<file path="src/rtl/cotm_pkg.sv">
`timescale 1ns/1ps
package cotm_pkg;

  // Operating polarity selected by the mode input
  typedef enum logic {
    MODE_OFFTIME = 1'b0,
    MODE_ONTIME  = 1'b1
  } mod_mode_t;

  // Non-overlap stage: both off (counting), low side on, high side on
  typedef enum logic [1:0] {
    DT_GAP = 2'd0,
    DT_LO  = 2'd1,
    DT_HI  = 2'd2
  } dt_state_t;

endpackage

</file>
<file path="src/rtl/cotm_sync.sv">
`timescale 1ns/1ps
module cotm_sync #(
  parameter int STAGES = 2
) (
  input  logic clk,
  input  logic rst_n,
  input  logic async_in,
  output logic rise_evt
);
  // STAGES flops of synchroniser plus one history flop for edge detection
  localparam int LEN = STAGES + 1;

  logic [LEN-1:0] sh_q;
  logic [LEN-1:0] sh_d;

  always_comb begin
    sh_d = {sh_q[LEN-2:0], async_in};
  end

  always_ff @(posedge clk or negedge rst_n) begin
    if (!rst_n) sh_q <= '0;
    else        sh_q <= sh_d;
  end

  assign rise_evt = sh_q[STAGES-1] & ~sh_q[STAGES];
endmodule

</file>
<file path="src/rtl/cotm_oneshot.sv">
`timescale 1ns/1ps
module cotm_oneshot #(
  parameter int TIME_W = 16
) (
  input  logic              clk,
  input  logic              rst_n,
  input  logic              start,
  input  logic [TIME_W-1:0] load_val,
  output logic              running,
  output logic              done,
  output logic [TIME_W-1:0] count
);
  localparam logic [TIME_W-1:0] ONE = TIME_W'(1);

  logic              run_q, run_d;
  logic [TIME_W-1:0] cnt_q, cnt_d;
  logic [TIME_W-1:0] load_eff;

  // A zero length behaves as a single clock
  assign load_eff = (load_val == '0) ? ONE : load_val;
  assign done     = run_q && (cnt_q == ONE);

  always_comb begin
    run_d = run_q;
    cnt_d = cnt_q;
    if (start) begin
      run_d = 1'b1;
      cnt_d = load_eff;
    end else if (done) begin
      run_d = 1'b0;
      cnt_d = '0;
    end else if (run_q) begin
      cnt_d = cnt_q - ONE;
    end
  end

  always_ff @(posedge clk or negedge rst_n) begin
    if (!rst_n) begin
      run_q <= 1'b0;
      cnt_q <= '0;
    end else begin
      run_q <= run_d;
      cnt_q <= cnt_d;
    end
  end

  assign running = run_q;
  assign count   = cnt_q;
endmodule

</file>
<file path="src/rtl/cotm_seq.sv">
`timescale 1ns/1ps
module cotm_seq
  import cotm_pkg::*;
(
  input  logic clk,
  input  logic rst_n,
  input  logic evt,
  input  logic mode_on,
  input  logic running,
  input  logic done,
  output logic start,
  output logic hs_req
);
  mod_mode_t mode;
  logic      idle_level;
  logic      req_q, req_d;

  assign mode       = mod_mode_t'(mode_on);
  // Request level outside a timed interval: on in off-time mode
  assign idle_level = (mode == MODE_OFFTIME);
  // Crossings are accepted only when the timer is idle
  assign start      = evt && !running;

  always_comb begin
    if (start)                req_d = ~idle_level;
    else if (running && !done) req_d = req_q;
    else                      req_d = idle_level;
  end

  always_ff @(posedge clk or negedge rst_n) begin
    if (!rst_n) req_q <= 1'b0;
    else        req_q <= req_d;
  end

  assign hs_req = req_q;
endmodule

</file>
<file path="src/rtl/cotm_deadtime.sv">
`timescale 1ns/1ps
module cotm_deadtime
  import cotm_pkg::*;
#(
  parameter int DEAD_W = 8
) (
  input  logic              clk,
  input  logic              rst_n,
  input  logic              req,
  input  logic [DEAD_W-1:0] dead,
  output logic              gate_hi,
  output logic              gate_lo,
  output logic              rise_pulse,
  output logic              fall_pulse
);
  dt_state_t         st_q, st_d;
  logic [DEAD_W-1:0] cnt_q, cnt_d;
  logic              hi_hist_q;

  always_comb begin
    st_d  = st_q;
    cnt_d = cnt_q;
    case (st_q)
      DT_LO: if (req) begin
        st_d  = DT_GAP;
        cnt_d = dead;
      end
      DT_HI: if (!req) begin
        st_d  = DT_GAP;
        cnt_d = dead;
      end
      DT_GAP: begin
        if (cnt_q != '0) cnt_d = cnt_q - DEAD_W'(1);
        else             st_d  = req ? DT_HI : DT_LO;
      end
      default: begin
        st_d  = DT_GAP;
        cnt_d = '0;
      end
    endcase
  end

  always_ff @(posedge clk or negedge rst_n) begin
    if (!rst_n) begin
      st_q      <= DT_GAP;
      cnt_q     <= '0;
      hi_hist_q <= 1'b0;
    end else begin
      st_q      <= st_d;
      cnt_q     <= cnt_d;
      hi_hist_q <= gate_hi;
    end
  end

  assign gate_hi    = (st_q == DT_HI);
  assign gate_lo    = (st_q == DT_LO);
  assign rise_pulse = gate_hi & ~hi_hist_q;
  assign fall_pulse = ~gate_hi & hi_hist_q;
endmodule

</file>
<file path="src/rtl/cotm_top.sv">
`timescale 1ns/1ps
module cotm_top #(
  parameter int TIME_W      = 16,
  parameter int DEAD_W      = 8,
  parameter int SYNC_STAGES = 2
) (
  input  logic              clk,
  input  logic              rst_n,
  input  logic              cmp_in,
  input  logic              mode_on,
  input  logic [TIME_W-1:0] t_const,
  input  logic [DEAD_W-1:0] t_dead,
  output logic              gate_hi,
  output logic              gate_lo,
  output logic              hs_rise,
  output logic              hs_fall
);
  logic              evt_w;
  logic              start_w;
  logic              run_w;
  logic              done_w;
  logic [TIME_W-1:0] cnt_w;
  logic              req_w;

  cotm_sync #(.STAGES(SYNC_STAGES)) u_sync (
    .clk      (clk),
    .rst_n    (rst_n),
    .async_in (cmp_in),
    .rise_evt (evt_w)
  );

  cotm_seq u_seq (
    .clk     (clk),
    .rst_n   (rst_n),
    .evt     (evt_w),
    .mode_on (mode_on),
    .running (run_w),
    .done    (done_w),
    .start   (start_w),
    .hs_req  (req_w)
  );

  cotm_oneshot #(.TIME_W(TIME_W)) u_timer (
    .clk      (clk),
    .rst_n    (rst_n),
    .start    (start_w),
    .load_val (t_const),
    .running  (run_w),
    .done     (done_w),
    .count    (cnt_w)
  );

  cotm_deadtime #(.DEAD_W(DEAD_W)) u_dead (
    .clk        (clk),
    .rst_n      (rst_n),
    .req        (req_w),
    .dead       (t_dead),
    .gate_hi    (gate_hi),
    .gate_lo    (gate_lo),
    .rise_pulse (hs_rise),
    .fall_pulse (hs_fall)
  );
endmodule

</file>
<file path="config.mk">
export PLATFORM = sky130hd
export DESIGN_NAME = cotm_top
export DESIGN_NICKNAME = d
export VERILOG_FILES = /design/src/rtl/cotm_pkg.sv /design/src/rtl/cotm_sync.sv /design/src/rtl/cotm_oneshot.sv /design/src/rtl/cotm_seq.sv /design/src/rtl/cotm_deadtime.sv /design/src/rtl/cotm_top.sv
export SDC_FILE = /design/constraint.sdc
export NUM_CORES = 1
export LEC_CHECK = 0
export CORE_MARGIN = 2
export CORE_UTILIZATION = 40
export CTS_CLUSTER_DIAMETER = 100
export DETAILED_ROUTE_END_ITERATION = 8
export GPL_ROUTABILITY_DRIVEN = 0
export GPL_TIMING_DRIVEN = 0
export MAX_ROUTING_LAYER = met4
export PLACE_DENSITY = 0.63
export SLEW_MARGIN = 20
export SYNTH_ARGS = -nofsm -noshare
export SYNTH_HDL_FRONTEND = slang
export SYNTH_SLANG_ARGS = --single-unit
</file>
<file path="constraint.sdc">
create_clock -name clk -period 2.47 [get_ports clk]
set_input_delay 0.494 -clock clk [delete_from_list [all_inputs] [get_ports clk]]
set_output_delay 0.494 -clock clk [all_outputs]
set_load 0.05 [all_outputs]
</file>
After elaboration in Yosys (flattened, before gate mapping)
Index checks and enable logic that the tools add are counted.
- bits in registers: 32
- input port bits: 28
- output and inout bits: 4
- word-level logic and storage cells: 53
- $add $sub $neg: 2
- equality and inequality tests: 8
- muxes and demuxes: 17
- bitwise gates (word level): 7
- reductions and logical operators: 12
- operators with widths (kind ; number):
    16-bit 2-to-1 mux ; 4
    8-bit 2-to-1 mux ; 3
    8-bit one-hot mux with 3 select lines ; 1
    16-bit by 1-bit equality test with 1-bit output, second input constant ; 1
    16-bit zero test ; 1
    16-bit by 1-bit subtractor with 16-bit output, second input constant ; 1
    2-bit 2-to-1 mux ; 4
    8-bit nonzero test ; 1
    8-bit by 1-bit subtractor with 8-bit output, second input constant ; 1
    2-bit != test, second input constant ; 3
    2-bit one-hot mux with 3 select lines ; 1
    3-bit AND reduction ; 2
    1-bit 2-to-1 mux ; 4
    2-bit by 1-bit != test with 1-bit output, second input constant ; 2
    1-bit NOT ; 4
    1-bit AND ; 3
    1-bit logical AND ; 3
    3-bit nonzero test ; 1
    2-bit by 1-bit equality test with 1-bit output, second input constant ; 1
    2-bit equality test, second input constant ; 1
    1-bit zero test ; 2
    2-bit zero test ; 1
    2-bit nonzero test ; 1

Longest topological paths before layout
- depth in word-level cells: 6
- mapped depth: 7
- depth with buffers taken out: 6

By module
Synthesis repeated with hierarchy kept, for this count alone.
- cells, all modules: 206
- area, all modules: 1970.6 um^2
- modules (own cells, without submodules) (module ; times used ; cells each ; area an instance (um^2)):
    cotm_oneshot ; 1 ; 112 ; 1068.5
    cotm_deadtime ; 1 ; 83 ; 747.0
    cotm_sync ; 1 ; 4 ; 88.8
    cotm_seq ; 1 ; 7 ; 66.3

Least setup slack after synthesis
No wires, ideal clock.
- path type: reg2out
- start: reg u_dead.st_q[0]
- end: out hs_rise
- arrival time: 1.793 ns
- slack: 0.183 ns
- cell stages (with the launch flop): 4
- buffers on the path: 0
- path through: dfrtp_1 -> inv_1 -> ha_1 -> nor2b_1
- longest elaborated chain between the ends: 2
- RTL lines (item ; line ; RTL):
    start, declared ; cotm_deadtime.sv:16 ; dt_state_t st_q, st_d;
    start signal, assigned ; cotm_deadtime.sv:49 ; st_q <= st_d;
    2-bit equality test ; cotm_deadtime.sv:55 ; assign gate_hi = (st_q == DT_HI);
    named net gate_hi ; cotm_top.sv:13 ; output logic gate_hi,
    1-bit AND ; cotm_deadtime.sv:57 ; assign rise_pulse = gate_hi & ~hi_hist_q;
    end, declared ; cotm_top.sv:15 ; output logic hs_rise,
The timed path passes the listed nets, and every way through them passes these cells.

Worst setup path in the final report
- start: reg u_dead.st_q[1]
- end: out gate_lo
- longest elaborated chain between the ends: 1
- RTL lines (item ; line ; RTL):
    2-bit by 1-bit equality test with 1-bit output ; cotm_deadtime.sv:56 ; assign gate_lo = (st_q == DT_LO);
    end, declared ; cotm_top.sv:14 ; output logic gate_lo,
Every way passes these cells.

==> impl_metrics.ini <==
[placement]
placedInstanceArea_um2 = 2495
place_ws_ns = 0.1540
hpwl_mm = 3.754
portBuffers = 31
dp_cells = 330

[worst_setup_path]
crit_start = u_dead.st_q[1]$_DFFE_PN0P_
ff2ff_path_depth = 6
cp-end-kind = primary output
path_max_fanout = 3
crit_arrival_ns = 1.82
worstPathRequired_ns = 1.98
path_class = reg -> out
worst_setup_path_start_kind = register
r2r-start = u_timer.count[0]$_DFFE_PN0P_
critical_path.max_stage_delay_ns = 0.82
crit_chain = inv_1 > ha_1 > clkdlybuf4s50_1
cp_slowest_cell = clkdlybuf4s50_1

[synthesis]
yosys_warnings = 0
synthDominantCellAreaShare_pct = 38.60
async_flop_share_pct = 100.0
synth_area_leaders = dfrtp_1 39%, nand2_1 4.9%, ha_1 4.8%
yosysMostFrequentCell = dfrtp_1
synth-edff-count = 0
synth_nets = 264
synth.yosys.seq_area_share_pct = 38.60
synthFlopType = dfrtp_1
synth_cell_type_count = 52
synthTopCellsByCount = 32 x dfrtp_1, 27 x nand2_1, 14 x nor2_1, 12 x o21ai_0
synthesis.area_um2 = 2074
synth.largest_area_cell = dfrtp_1
synth_cells = 228
ys_ff_latch = 32
avgSynthCellArea_um2 = 9.099

[global_route]
gr-usage-all-layers_pct = 18.27
grt_pass1_wl_mm = 8.307
gr-total-overflow = 0
antenna_found_initial = 0
grt_start_max_net_pins = 22
grt_pass1_vias = 1697

[finish]
fin_util_pct = 51.61
layout-drive-gt1-share_pct = 7.836
area.growth.synth_to_final_pct = 25.45
final_area_um2 = 2603
final_nets = 303
n_antenna_cell = 0
final_cells = 338

[clock_network]
clock_latency_ns = 0.28
clock-sinks = 32
post_cts_buffers = 0
cts_buffers = 5
path_clk_slew_ns = 0.08
clk_path_buf_depth = 2
h-tree-depth = 2
cts-root-buf = clkbuf_8
cts_tree = done

[timing]
worst-slew-pin-transition_ns = 0.9060
setup_viol = 0
skew_ns = 0.01062
min_period_over_period_pct = 93.55
slew_viol_final = 0
layout_setup_ws_ns = 0.1593
fin_tns_setup_ns = 0
rsz0062_at_grt = no
timing.hold.ws_ns = 0.1043
finalHoldViolations = 0
fin_crit_ns = 2.311
relSlewSlack_pct = 39.47
max_freq_ghz = 0.4328

[routing]
routed_wirelength_mm = 5.018
postRouteAntennaNets = 0
drc_errors = 0
drt-initial-drc-count = 95
detail_route.wl_per_cell_um = 14.85
routed_via_density = 5.571
vias = 1883
drt_pre_antenna_iters = 4

[die]
core_area_um2 = 5042
rows = 26
fp.dieW_um = 76.02
start_util_pct = 41.14
die_area_um2 = 5778
die_h_um = 76.02
io_pins = 32

[pwr]
intPower_mw = 1.296
pwr-share-seq_pct = 41.7
power_switching_mw = 0.7378
p_per_area_nw_per_um2 = 781.3
total_power_mw = 2.033
power_frac_clock_pct = 24.5
netSwitchingFraction_pct = 36.28
vdd_drop_max_uv = 310.6
p_leak_nw = 1.040
combPwrFrac_pct = 33.8

[run_status]
status = finished, final reports clean

[job]
cap_viol_max_count = 0

[min_path]
hp-class = in -> async
power by group through the flow:
stage / clock network [mW] / registers (mW) / logic (mW)
finish: 0.498 / 0.847 / 0.688
global route: 0.541 / 0.872 / 0.771
CTS: 0.514 / 0.846 / 0.694
detailed placement: 0 / 0.855 / 0.691
global placement: 0 / 0.850 / 0.669
floorplan: 0 / 0.812 / 0.523
critical path: cells and delay by family (launching register included):
family / cells / cell delay (ns)
adder cells (fa/ha/maj): 1 / 0.22
flip-flops: 1 / 0.39
buffers and inverters: 2 / 0.93
flip-flops by register name, indices dropped and copies added (netlist names):
register,count
u_dead.cnt_q,8
u_dead.hi_hist_q,1
u_dead.st_q,2
u_seq.hs_req,1
u_sync.sh_q,3
u_timer.count,16
u_timer.running,1
metal layers:
metal | wire length (um) | track usage, % | part of all wire (%) | vias to the layer above
li1 | - | - | - | 938
met1 | 2492 | 24.73 | 50 | 909
met2 | 2270 | 28.04 | 45 | 31
met3 | 210 | 4.621 | 4.2 | 5
met4 | 45 | 3.818 | 0.90 | 0
met5 | 0 | - | 0 | -
final cells by class:
cell class	instances	area, um^2
well taps	70	87.58
fillers	495	2440
plain buffers	9	33.78
clock inverters	2	35.03
clock buffers	6	72.57
repair buffers	32	332.8
flip-flops and latches	32	800.8
inverters	11	41.29
multi-input cells	176	1199
cell usage in the layout (no fill, tap or decap), types with 3 or more instances in the layout:
| master | synthesis | final |
|---|---|---|
| dfrtp_1 | 32 | 32 |
| nand2_1 | 27 | 27 |
| clkdlybuf4s50_1 | 0 | 27 |
| nor2_1 | 14 | 14 |
| o21ai_0 | 12 | 12 |
| inv_1 | 11 | 11 |
| a21oi_1 | 11 | 11 |
| nand4_1 | 9 | 9 |
| nor4_1 | 8 | 8 |
| clkbuf_1 | 7 | 8 |
| ha_1 | 8 | 8 |
| o22ai_1 | 6 | 6 |
| xnor2_1 | 6 | 6 |
| nand3_1 | 6 | 6 |
| a31o_2 | 5 | 5 |
| xor2_1 | 5 | 5 |
| mux2i_1 | 5 | 5 |
| clkbuf_8 | 0 | 5 |
| a32oi_1 | 4 | 4 |
| nor2b_1 | 3 | 3 |
| nand2b_1 | 3 | 3 |
| a22oi_1 | 3 | 3 |
| nor3b_1 | 3 | 3 |
| nor4b_1 | 3 | 3 |
final timing paths:
kind                            slack (ns)                           end
worst max-delay path                  0.16                       gate_lo
worst min-delay path                  0.10  u_timer.count[1]$_DFFE_PN0P_
worst max register to register        0.20  u_timer.count[6]$_DFFE_PN0P_
worst min register to register        0.35      u_sync.sh_q[1]$_DFF_PN0_
max in group asynchronous             1.94  u_timer.count[8]$_DFFE_PN0P_
min in group clk                      0.35      u_sync.sh_q[1]$_DFF_PN0_
repair_timing:
item | CTS | global route
gates resized for setup | 2 | 1
cloned | 0 | 0
pin swaps | 0 | 0
endpoints found under the setup margin | 2 | 1
hold buffers | 0 | 0
kinds of logic after synthesis:
logic type      after synthesis  share of synthesized area [%]
buf+inv                      20                          3.619
fa+ha+maj                     8                          4.825
xor+xnor                     11                          4.644
simple gates                 95                          26.90
flops                        32                          38.60
compound gates               56                          18.46
mux                           6                          2.955
No activity file was read; power rests on OpenSTA's default activity.
